`src/rtl/phy_hs_pkg.sv`:
```
package phy_hs_pkg;
  // Field widths and strobe positions are fixed by the PHY side channel.
  localparam int unsigned FLD_W    = 16;
  localparam int unsigned BIT_CAPA = FLD_W;
  localparam int unsigned BIT_CAPD = FLD_W + 1;
  localparam int unsigned BIT_WR   = FLD_W + 2;
  localparam int unsigned BIT_RD   = FLD_W + 3;
  localparam int unsigned CTRL_W   = FLD_W + 4;
  localparam int unsigned STAT_W   = FLD_W + 1;
  localparam int unsigned BIT_ACK  = FLD_W;

  typedef enum logic [3:0] {
    ST_IDLE,
    ST_ADDR_SET,
    ST_ADDR_CAP,
    ST_ADDR_REL,
    ST_DATA_SET,
    ST_DATA_CAP,
    ST_DATA_REL,
    ST_WR_ON,
    ST_WR_REL,
    ST_RD_ON,
    ST_RD_REL
  } hs_state_e;
endpackage

```
`src/rtl/phy_hs_poll.sv`:
```
module phy_hs_poll #(
  parameter int unsigned CYC_PER_US = 50,
  parameter int unsigned POLL_LIMIT = 10
) (
  input  logic clk,
  input  logic rst_n,
  input  logic active,
  input  logic ack,
  input  logic expect_lvl,
  output logic hit,
  output logic expire
);
  localparam int unsigned CYC_W = $clog2(CYC_PER_US + 1);
  localparam int unsigned TRY_W = $clog2(POLL_LIMIT + 1);

  logic [CYC_W-1:0] cyc_q, cyc_d;
  logic [TRY_W-1:0] try_q, try_d;
  logic             sample;
  logic             cnt_en;

  assign sample = active && (cyc_q == '0);
  assign hit    = sample && (ack == expect_lvl);
  assign expire = sample && (ack != expect_lvl) &&
                  (try_q == TRY_W'(POLL_LIMIT - 1));
  assign cnt_en = active || (cyc_q != '0) || (try_q != '0);

  always_comb begin
    cyc_d = cyc_q;
    try_d = try_q;
    if (!active || hit || expire) begin
      cyc_d = '0;
      try_d = '0;
    end else if (cyc_q == CYC_W'(CYC_PER_US - 1)) begin
      cyc_d = '0;
      try_d = try_q + 1'b1;
    end else begin
      cyc_d = cyc_q + 1'b1;
    end
  end

  always_ff @(posedge clk or negedge rst_n) begin
    if (!rst_n) begin
      cyc_q <= '0;
      try_q <= '0;
    end else if (cnt_en) begin
      cyc_q <= cyc_d;
      try_q <= try_d;
    end
  end

  // never more than POLL_LIMIT samples inside one wait
  a_r6_try_bound: assert property (@(posedge clk) disable iff (!rst_n)
    active |-> (try_q < TRY_W'(POLL_LIMIT)));

  // a wait that has been left starts the next one from a clean count
  a_r6_fresh_wait: assert property (@(posedge clk) disable iff (!rst_n)
    (hit || expire) |=> (cyc_q == '0 && try_q == '0));
endmodule

```
`src/rtl/phy_hs_seq.sv`:
```
module phy_hs_seq
  import phy_hs_pkg::*;
(
  input  logic              clk,
  input  logic              rst_n,
  input  logic              req_valid,
  input  logic              req_write,
  input  logic [FLD_W-1:0]  req_addr,
  input  logic [FLD_W-1:0]  req_wdata,
  input  logic              hit,
  input  logic              expire,
  input  logic [FLD_W-1:0]  stat_data,
  output logic              wait_active,
  output logic              expect_lvl,
  output logic [CTRL_W-1:0] ctrl,
  output logic              busy,
  output logic              done,
  output logic              err,
  output logic [FLD_W-1:0]  rdata
);
  hs_state_e         state_q, state_d;
  logic [FLD_W-1:0]  addr_q, wdata_q, rdata_q;
  logic              wr_q;
  logic [CTRL_W-1:0] ctrl_q, ctrl_d;
  logic              done_q, err_q;
  logic              accept, finish, fail, cap_rd, ctrl_en;
  logic [FLD_W-1:0]  addr_src, data_src;

  function automatic logic [CTRL_W-1:0] ctrl_of(hs_state_e st,
                                                logic [FLD_W-1:0] a,
                                                logic [FLD_W-1:0] d);
    logic [CTRL_W-1:0] w;
    w = '0;
    case (st)
      ST_ADDR_SET, ST_ADDR_REL: w[FLD_W-1:0] = a;
      ST_ADDR_CAP: begin
        w[FLD_W-1:0] = a;
        w[BIT_CAPA]  = 1'b1;
      end
      ST_DATA_SET, ST_DATA_REL, ST_WR_REL: w[FLD_W-1:0] = d;
      ST_DATA_CAP: begin
        w[FLD_W-1:0] = d;
        w[BIT_CAPD]  = 1'b1;
      end
      ST_WR_ON: w[BIT_WR] = 1'b1;
      ST_RD_ON: w[BIT_RD] = 1'b1;
      default:  w = '0;
    endcase
    return w;
  endfunction

  assign accept   = req_valid && (state_q == ST_IDLE);
  assign addr_src = accept ? req_addr  : addr_q;
  assign data_src = accept ? req_wdata : wdata_q;

  always_comb begin
    wait_active = 1'b0;
    expect_lvl  = 1'b0;
    case (state_q)
      ST_ADDR_CAP, ST_DATA_CAP, ST_WR_ON, ST_RD_ON: begin
        wait_active = 1'b1;
        expect_lvl  = 1'b1;
      end
      ST_ADDR_REL, ST_DATA_REL, ST_WR_REL, ST_RD_REL: wait_active = 1'b1;
      default: ;
    endcase
  end

  always_comb begin
    state_d = state_q;
    finish  = 1'b0;
    fail    = 1'b0;
    cap_rd  = 1'b0;
    case (state_q)
      ST_IDLE:     if (accept) state_d = ST_ADDR_SET;
      ST_ADDR_SET: state_d = ST_ADDR_CAP;
      ST_ADDR_CAP: if (hit) state_d = ST_ADDR_REL;
      ST_ADDR_REL: if (hit) state_d = wr_q ? ST_DATA_SET : ST_RD_ON;
      ST_DATA_SET: state_d = ST_DATA_CAP;
      ST_DATA_CAP: if (hit) state_d = ST_DATA_REL;
      ST_DATA_REL: if (hit) state_d = ST_WR_ON;
      ST_WR_ON:    if (hit) state_d = ST_WR_REL;
      ST_WR_REL: if (hit) begin
        state_d = ST_IDLE;
        finish  = 1'b1;
      end
      ST_RD_ON: if (hit) begin
        state_d = ST_RD_REL;
        cap_rd  = 1'b1;
      end
      ST_RD_REL: if (hit) begin
        state_d = ST_IDLE;
        finish  = 1'b1;
      end
      default: state_d = ST_IDLE;
    endcase
    if (wait_active && expire) begin
      state_d = ST_IDLE;
      fail    = 1'b1;
    end
  end

  assign ctrl_d  = ctrl_of(state_d, addr_src, data_src);
  assign ctrl_en = (state_d != state_q);

  always_ff @(posedge clk or negedge rst_n) begin
    if (!rst_n) begin
      state_q <= ST_IDLE;
      ctrl_q  <= '0;
      done_q  <= 1'b0;
      err_q   <= 1'b0;
    end else begin
      state_q <= state_d;
      done_q  <= finish || fail;
      err_q   <= fail;
      if (ctrl_en) ctrl_q <= ctrl_d;
    end
  end

  always_ff @(posedge clk or negedge rst_n) begin
    if (!rst_n) begin
      addr_q  <= '0;
      wdata_q <= '0;
      wr_q    <= 1'b0;
    end else if (accept) begin
      addr_q  <= req_addr;
      wdata_q <= req_wdata;
      wr_q    <= req_write;
    end
  end

  always_ff @(posedge clk or negedge rst_n) begin
    if (!rst_n)      rdata_q <= '0;
    else if (cap_rd) rdata_q <= stat_data;
  end

  assign ctrl  = ctrl_q;
  assign busy  = (state_q != ST_IDLE);
  assign done  = done_q;
  assign err   = err_q;
  assign rdata = rdata_q;

  // strobes are mutually exclusive
  a_r2_one_strobe: assert property (@(posedge clk) disable iff (!rst_n)
    $countones(ctrl_q[CTRL_W-1:FLD_W]) <= 1);

  // capture strobe rises with the field already in place
  a_r3_rise_field_stable: assert property (@(posedge clk) disable iff (!rst_n)
    ($rose(ctrl_q[BIT_CAPA]) || $rose(ctrl_q[BIT_CAPD])) |->
      $stable(ctrl_q[FLD_W-1:0]));

  // address is kept on the field when the capture strobe drops
  a_r3_fall_field_kept: assert property (@(posedge clk) disable iff (!rst_n)
    ($fell(ctrl_q[BIT_CAPA]) && busy) |-> $stable(ctrl_q[FLD_W-1:0]));

  // idle always presents an all-zero control word
  a_r7_idle_ctrl_zero: assert property (@(posedge clk) disable iff (!rst_n)
    (state_q == ST_IDLE) |-> (ctrl_q == '0));

  // busy only ends with a done pulse
  a_r8_busy_until_done: assert property (@(posedge clk) disable iff (!rst_n)
    busy |=> (busy || done_q));

  // done is a single-cycle pulse
  a_r9_done_single: assert property (@(posedge clk) disable iff (!rst_n)
    done_q |=> !done_q);

  // error is only reported alongside done
  a_r9_err_with_done: assert property (@(posedge clk) disable iff (!rst_n)
    err_q |-> done_q);
endmodule

```
`src/rtl/phy_reg_hs_master.sv`:
```
module phy_reg_hs_master
  import phy_hs_pkg::*;
#(
  parameter int unsigned CYC_PER_US = 50,
  parameter int unsigned POLL_LIMIT = 10
) (
  input  logic              clk,
  input  logic              rst_n,
  input  logic              req_valid,
  input  logic              req_write,
  input  logic [FLD_W-1:0]  req_addr,
  input  logic [FLD_W-1:0]  req_wdata,
  output logic              busy,
  output logic              done,
  output logic              err,
  output logic [FLD_W-1:0]  rdata,
  output logic [CTRL_W-1:0] phy_ctrl,
  input  logic [STAT_W-1:0] phy_stat
);
  logic wait_active;
  logic expect_lvl;
  logic hit;
  logic expire;

  phy_hs_poll #(
    .CYC_PER_US(CYC_PER_US),
    .POLL_LIMIT(POLL_LIMIT)
  ) poll_i (
    .clk       (clk),
    .rst_n     (rst_n),
    .active    (wait_active),
    .ack       (phy_stat[BIT_ACK]),
    .expect_lvl(expect_lvl),
    .hit       (hit),
    .expire    (expire)
  );

  phy_hs_seq seq_i (
    .clk        (clk),
    .rst_n      (rst_n),
    .req_valid  (req_valid),
    .req_write  (req_write),
    .req_addr   (req_addr),
    .req_wdata  (req_wdata),
    .hit        (hit),
    .expire     (expire),
    .stat_data  (phy_stat[FLD_W-1:0]),
    .wait_active(wait_active),
    .expect_lvl (expect_lvl),
    .ctrl       (phy_ctrl),
    .busy       (busy),
    .done       (done),
    .err        (err),
    .rdata      (rdata)
  );

  // an expired wait ends the access with error and a cleared control word
  a_r7_expire_ends: assert property (@(posedge clk) disable iff (!rst_n)
    expire |=> (done && err && !busy && phy_ctrl == '0));

  // the poller is only counting while a wait is in progress
  a_r6_wait_needs_busy: assert property (@(posedge clk) disable iff (!rst_n)
    wait_active |-> busy);
endmodule

```
`config.mk`:
```
export PLATFORM = sky130hd
export DESIGN_NAME = phy_reg_hs_master
export DESIGN_NICKNAME = d
export VERILOG_FILES = /design/src/rtl/phy_hs_pkg.sv /design/src/rtl/phy_hs_poll.sv /design/src/rtl/phy_hs_seq.sv /design/src/rtl/phy_reg_hs_master.sv
export SDC_FILE = /design/constraint.sdc
export NUM_CORES = 1
export LEC_CHECK = 0
export BUFFER_PORTS_ARGS = -buffer_cell sky130_fd_sc_hd__buf_2
export CORE_MARGIN = 8
export CORE_UTILIZATION = 50
export DETAILED_ROUTE_END_ITERATION = 6
export PLACE_DENSITY = 0.85
export SETUP_SLACK_MARGIN = 0.5
export SYNTH_ARGS = -nofsm -noshare
export SYNTH_HDL_FRONTEND = slang
export SYNTH_SLANG_ARGS = --single-unit
```
`constraint.sdc`:
```
create_clock -name clk -period 7.6 [get_ports clk]
set_clock_uncertainty 0.1 [all_clocks]
set_input_delay 0 -clock clk [delete_from_list [all_inputs] [get_ports clk]]
set_output_delay 0 -clock clk [all_outputs]
set_load 0.03 [all_outputs]
```
==> flow_summary.yaml <==
outcome:
  run_status: "complete, no violations"
setup_path:
  worst_path_max_delay_cell: "dfrtp_1"
  critical_path.cell_chain: "nor4bb_1 -> o211ai_1 -> a21oi_1 -> o21ai_2 -> inv_1 -> o221ai_4 -> o221ai_1 -> mux2_4"
  cp-startpoint: "seq_i.state_q[3]$_DFF_PN0_"
  crit_buf_inv: 1
  ff2ff_setup_slack_ns: 3.78
  reg2regPathDepth: 8
  r2r-start: "seq_i.state_q[3]$_DFF_PN0_"
  end_kind: "register"
  worstPathRequired_ns: 7.75
  reg2reg_to: "seq_i.ctrl[8]$_DFFE_PN0P_"
  worstPathMaxFanout: 29
  critPathArrivalTime_ns: 3.97
  slowest_delay_ns: 0.94
  critPathTopFamily: "compound AO/OA/AOI/OAI gates"
  start_kind: "register"
  criticalPathCategory: "register to register"
  cp_num_cells: 8
job:
  max-cap-violations: 0
final_layout:
  drive_gt1_share_pct: 32.5
  n_antenna_cell: 0
  syn_to_final_growth_pct: 24.8
  final_cell_mix: "buf_2, dfrtp_1, dlygate4sd3_1"
  final_area_sq_um: 5770
  nNetsFinal: 593
  fin_util_pct: 63.3
  fill_cells: 680
  layout.cells.most_common: "buf_2"
  fin_cells: 650
floorplan:
  die_x_microns: 112
  rows: 35
  core_sq_um: 9110
  dieArea_sq_um: 12600
  start_util_pct: 50.8
  die_h_microns: 112
  ioPinCount: 92
cts:
  clockBufferDepth: 2
  postCtsResizedCells: 0
  htreeDepth: 3
  tritoncts: "yes"
  cts_buffers: 9
  root_buffer: "clkbuf_8"
  clkSinkCount: 85
  clock_latency_ns: 0.36
  clkTransAtPathRegs_ns: 0.10
sta:
  finalCriticalPeriod_ns: 3.82
  slew_violations: 0
  setup_viol: 0
  worstMarginPinSlew_ns: 1.05
  tns_ns: 0
  rsz0062_at_grt: "no"
  max_slew_margin_pct: 30.1
  max_freq_ghz: 0.262
  fin_crit_sh_pct: 50.2
  setup_slack_ns: 3.78
  hold_viol: 0
synthesis:
  synth-seq-cells: 85
  syn_area_sq_um: 4620
  ys_seq_area_share_pct: 46.0
  synthCells: 412
  ys_types: 67
  async_flop_share_pct: 100
  syn_nets: 471
  yosys-top-cells-area: "dfrtp_1, mux2_2, mux2_4"
  synth.largest_area_cell: "dfrtp_1"
  synth_edf_count: 0
  synthFlopType: "dfrtp_1"
  synth_top_area_share_pct: 46.0
  postSynthAreaPerCell_sq_um: 11.2
  ys.warnings.count: 0
routing:
  vias: 3910
  initialDrtViolationCount: 387
  drt_wl_total_microns: 12200
  dr.pass1.iters: 6
  m1WireLength_microns: 4710
  route.detailed.drc: 0
  ant_nets: 0
  post_drt_via_cell_ratio: 6.02
  top_layer: "met4"
  wl_met2_microns: 6200
  wl_per_cell_microns: 18.7
  wl_met3_microns: 878
pwr:
  p_per_area_nw_per_um2: 491
  leakagePower_nw: 2.83
  vdd_drop_max_uv: 288
grt:
  overflow: 0
  grt_antenna_before_repair: 0
  grt_usage_pct: 19.7
  grt_max_degree: 86
  grt_pass1_vias: 4185
  grt_pass1_wl_microns: 20400
placement:
  port_buffers: 91
  postPlaceCellArea_sq_um: 5060
  dpl.cell_count: 584
  place_congestion: 0.919
  place_ws_ns: 3.95
  dpl.hpwl_microns: 7600
worst_hold_path:
  hold_class: "primary input to register"
  worstHoldStart: "phy_stat[16]"
  hold_depth: 2
  hold_path_end: "seq_i.done$_DFF_PN0_"
-- power breakdown --
group          internal (W)  switching, W  leakage [nW]
Combinational      0.000711      0.000960          1.65
Clock              0.000157      0.000182         0.102
Sequential         0.000659      0.000164          1.08
Total               0.00153       0.00131          2.83
-- state kept, by name, summed over array words and instances (netlist names) --
register and count:
seq_i.err 1, seq_i.wdata_q 16, seq_i.ctrl 20, seq_i.wr_q 1
seq_i.rdata 16, seq_i.addr_q 16, poll_i.try_q 4, poll_i.cyc_q 6
seq_i.done 1, seq_i.state_q 4
-- cell usage after synthesis (4+ instances only) --
| cell type | n |
|---|---|
| dfrtp_1 | 85 |
| mux2_2 | 35 |
| inv_1 | 31 |
| nand2_1 | 26 |
| buf_2 | 20 |
| o221ai_1 | 19 |
| mux2_4 | 17 |
| mux2i_1 | 16 |
| nor2_1 | 16 |
| o2111ai_1 | 16 |
| o21ai_0 | 13 |
| nand2b_1 | 9 |
| a21oi_1 | 8 |
| clkbuf_1 | 7 |
| nand3_1 | 7 |
| ha_1 | 6 |
| nand4bb_1 | 4 |
| o211ai_1 | 4 |
-- stage by stage --
step	hold WS [ns]	power (W)
2_1_floorplan	-0.396	0.00214
3_3_place_gp	0.131	0.00237
3_5_place_dp	0.136	0.00244
4_1_cts	0.0371	0.00280
5_1_grt	0.0773	0.00300
6_report	0.0536	0.00283
-- final cells by class --
type | count | area, sq um | area share [%]
Inverter | 33 | 125 | 2.17
Sequential cell | 85 | 2130 | 36.9
Timing Repair Buffer | 142 | 966 | 16.7
Clock inverter | 7 | 80.1 | 1.39
Clock buffer | 9 | 124 | 2.15
Tap cell | 111 | 139 | 2.41
Multi-Input combinational cell | 263 | 2210 | 38.3
-- logic make-up after synthesis --
kind of cell | after synthesis | synth area share (%)
muxes | 68 | 17.5
xor gates and xnor gates | 4 | 0.920
and+or+nand+nor | 92 | 11.6
adders and majority gates | 6 | 1.62
DFF | 85 | 46.0
buffers and inverters | 64 | 6.33
AOI/OAI and AO/OA | 93 | 16.0
-- metal layers --
| layer | global-route usage, % | vias to the layer above |
|---|---|---|
| met2 | 33.9 | 194 |
| met5 | 0 | - |
| met4 | 9.71 | 0 |
| li1 | - | 1769 |
| met1 | 22.7 | 1907 |
| met3 | 4.29 | 40 |
-- what timing repair did --
item / 4_1_cts / 5_1_grt
buffers inserted: 0 / 0
endpoints found under the hold margin: 134 / 0
hold buffers: 50 / 0
endpoints found under the setup margin: 0 / 0
-- worst max path at each step --
stage	endpoint	slack, ns
final	seq_i.ctrl[8]$_DFFE_PN0P_	3.78
after global routing	seq_i.ctrl[9]$_DFFE_PN0P_	3.61
after CTS	seq_i.ctrl[8]$_DFFE_PN0P_	3.92
after detailed placement	seq_i.ctrl[3]$_DFFE_PN0P_	3.95
after global placement	seq_i.ctrl[12]$_DFFE_PN0P_	4.04
after floorplan	seq_i.ctrl[0]$_DFFE_PN0P_	4.77
(Power assumes the default switching activity.)
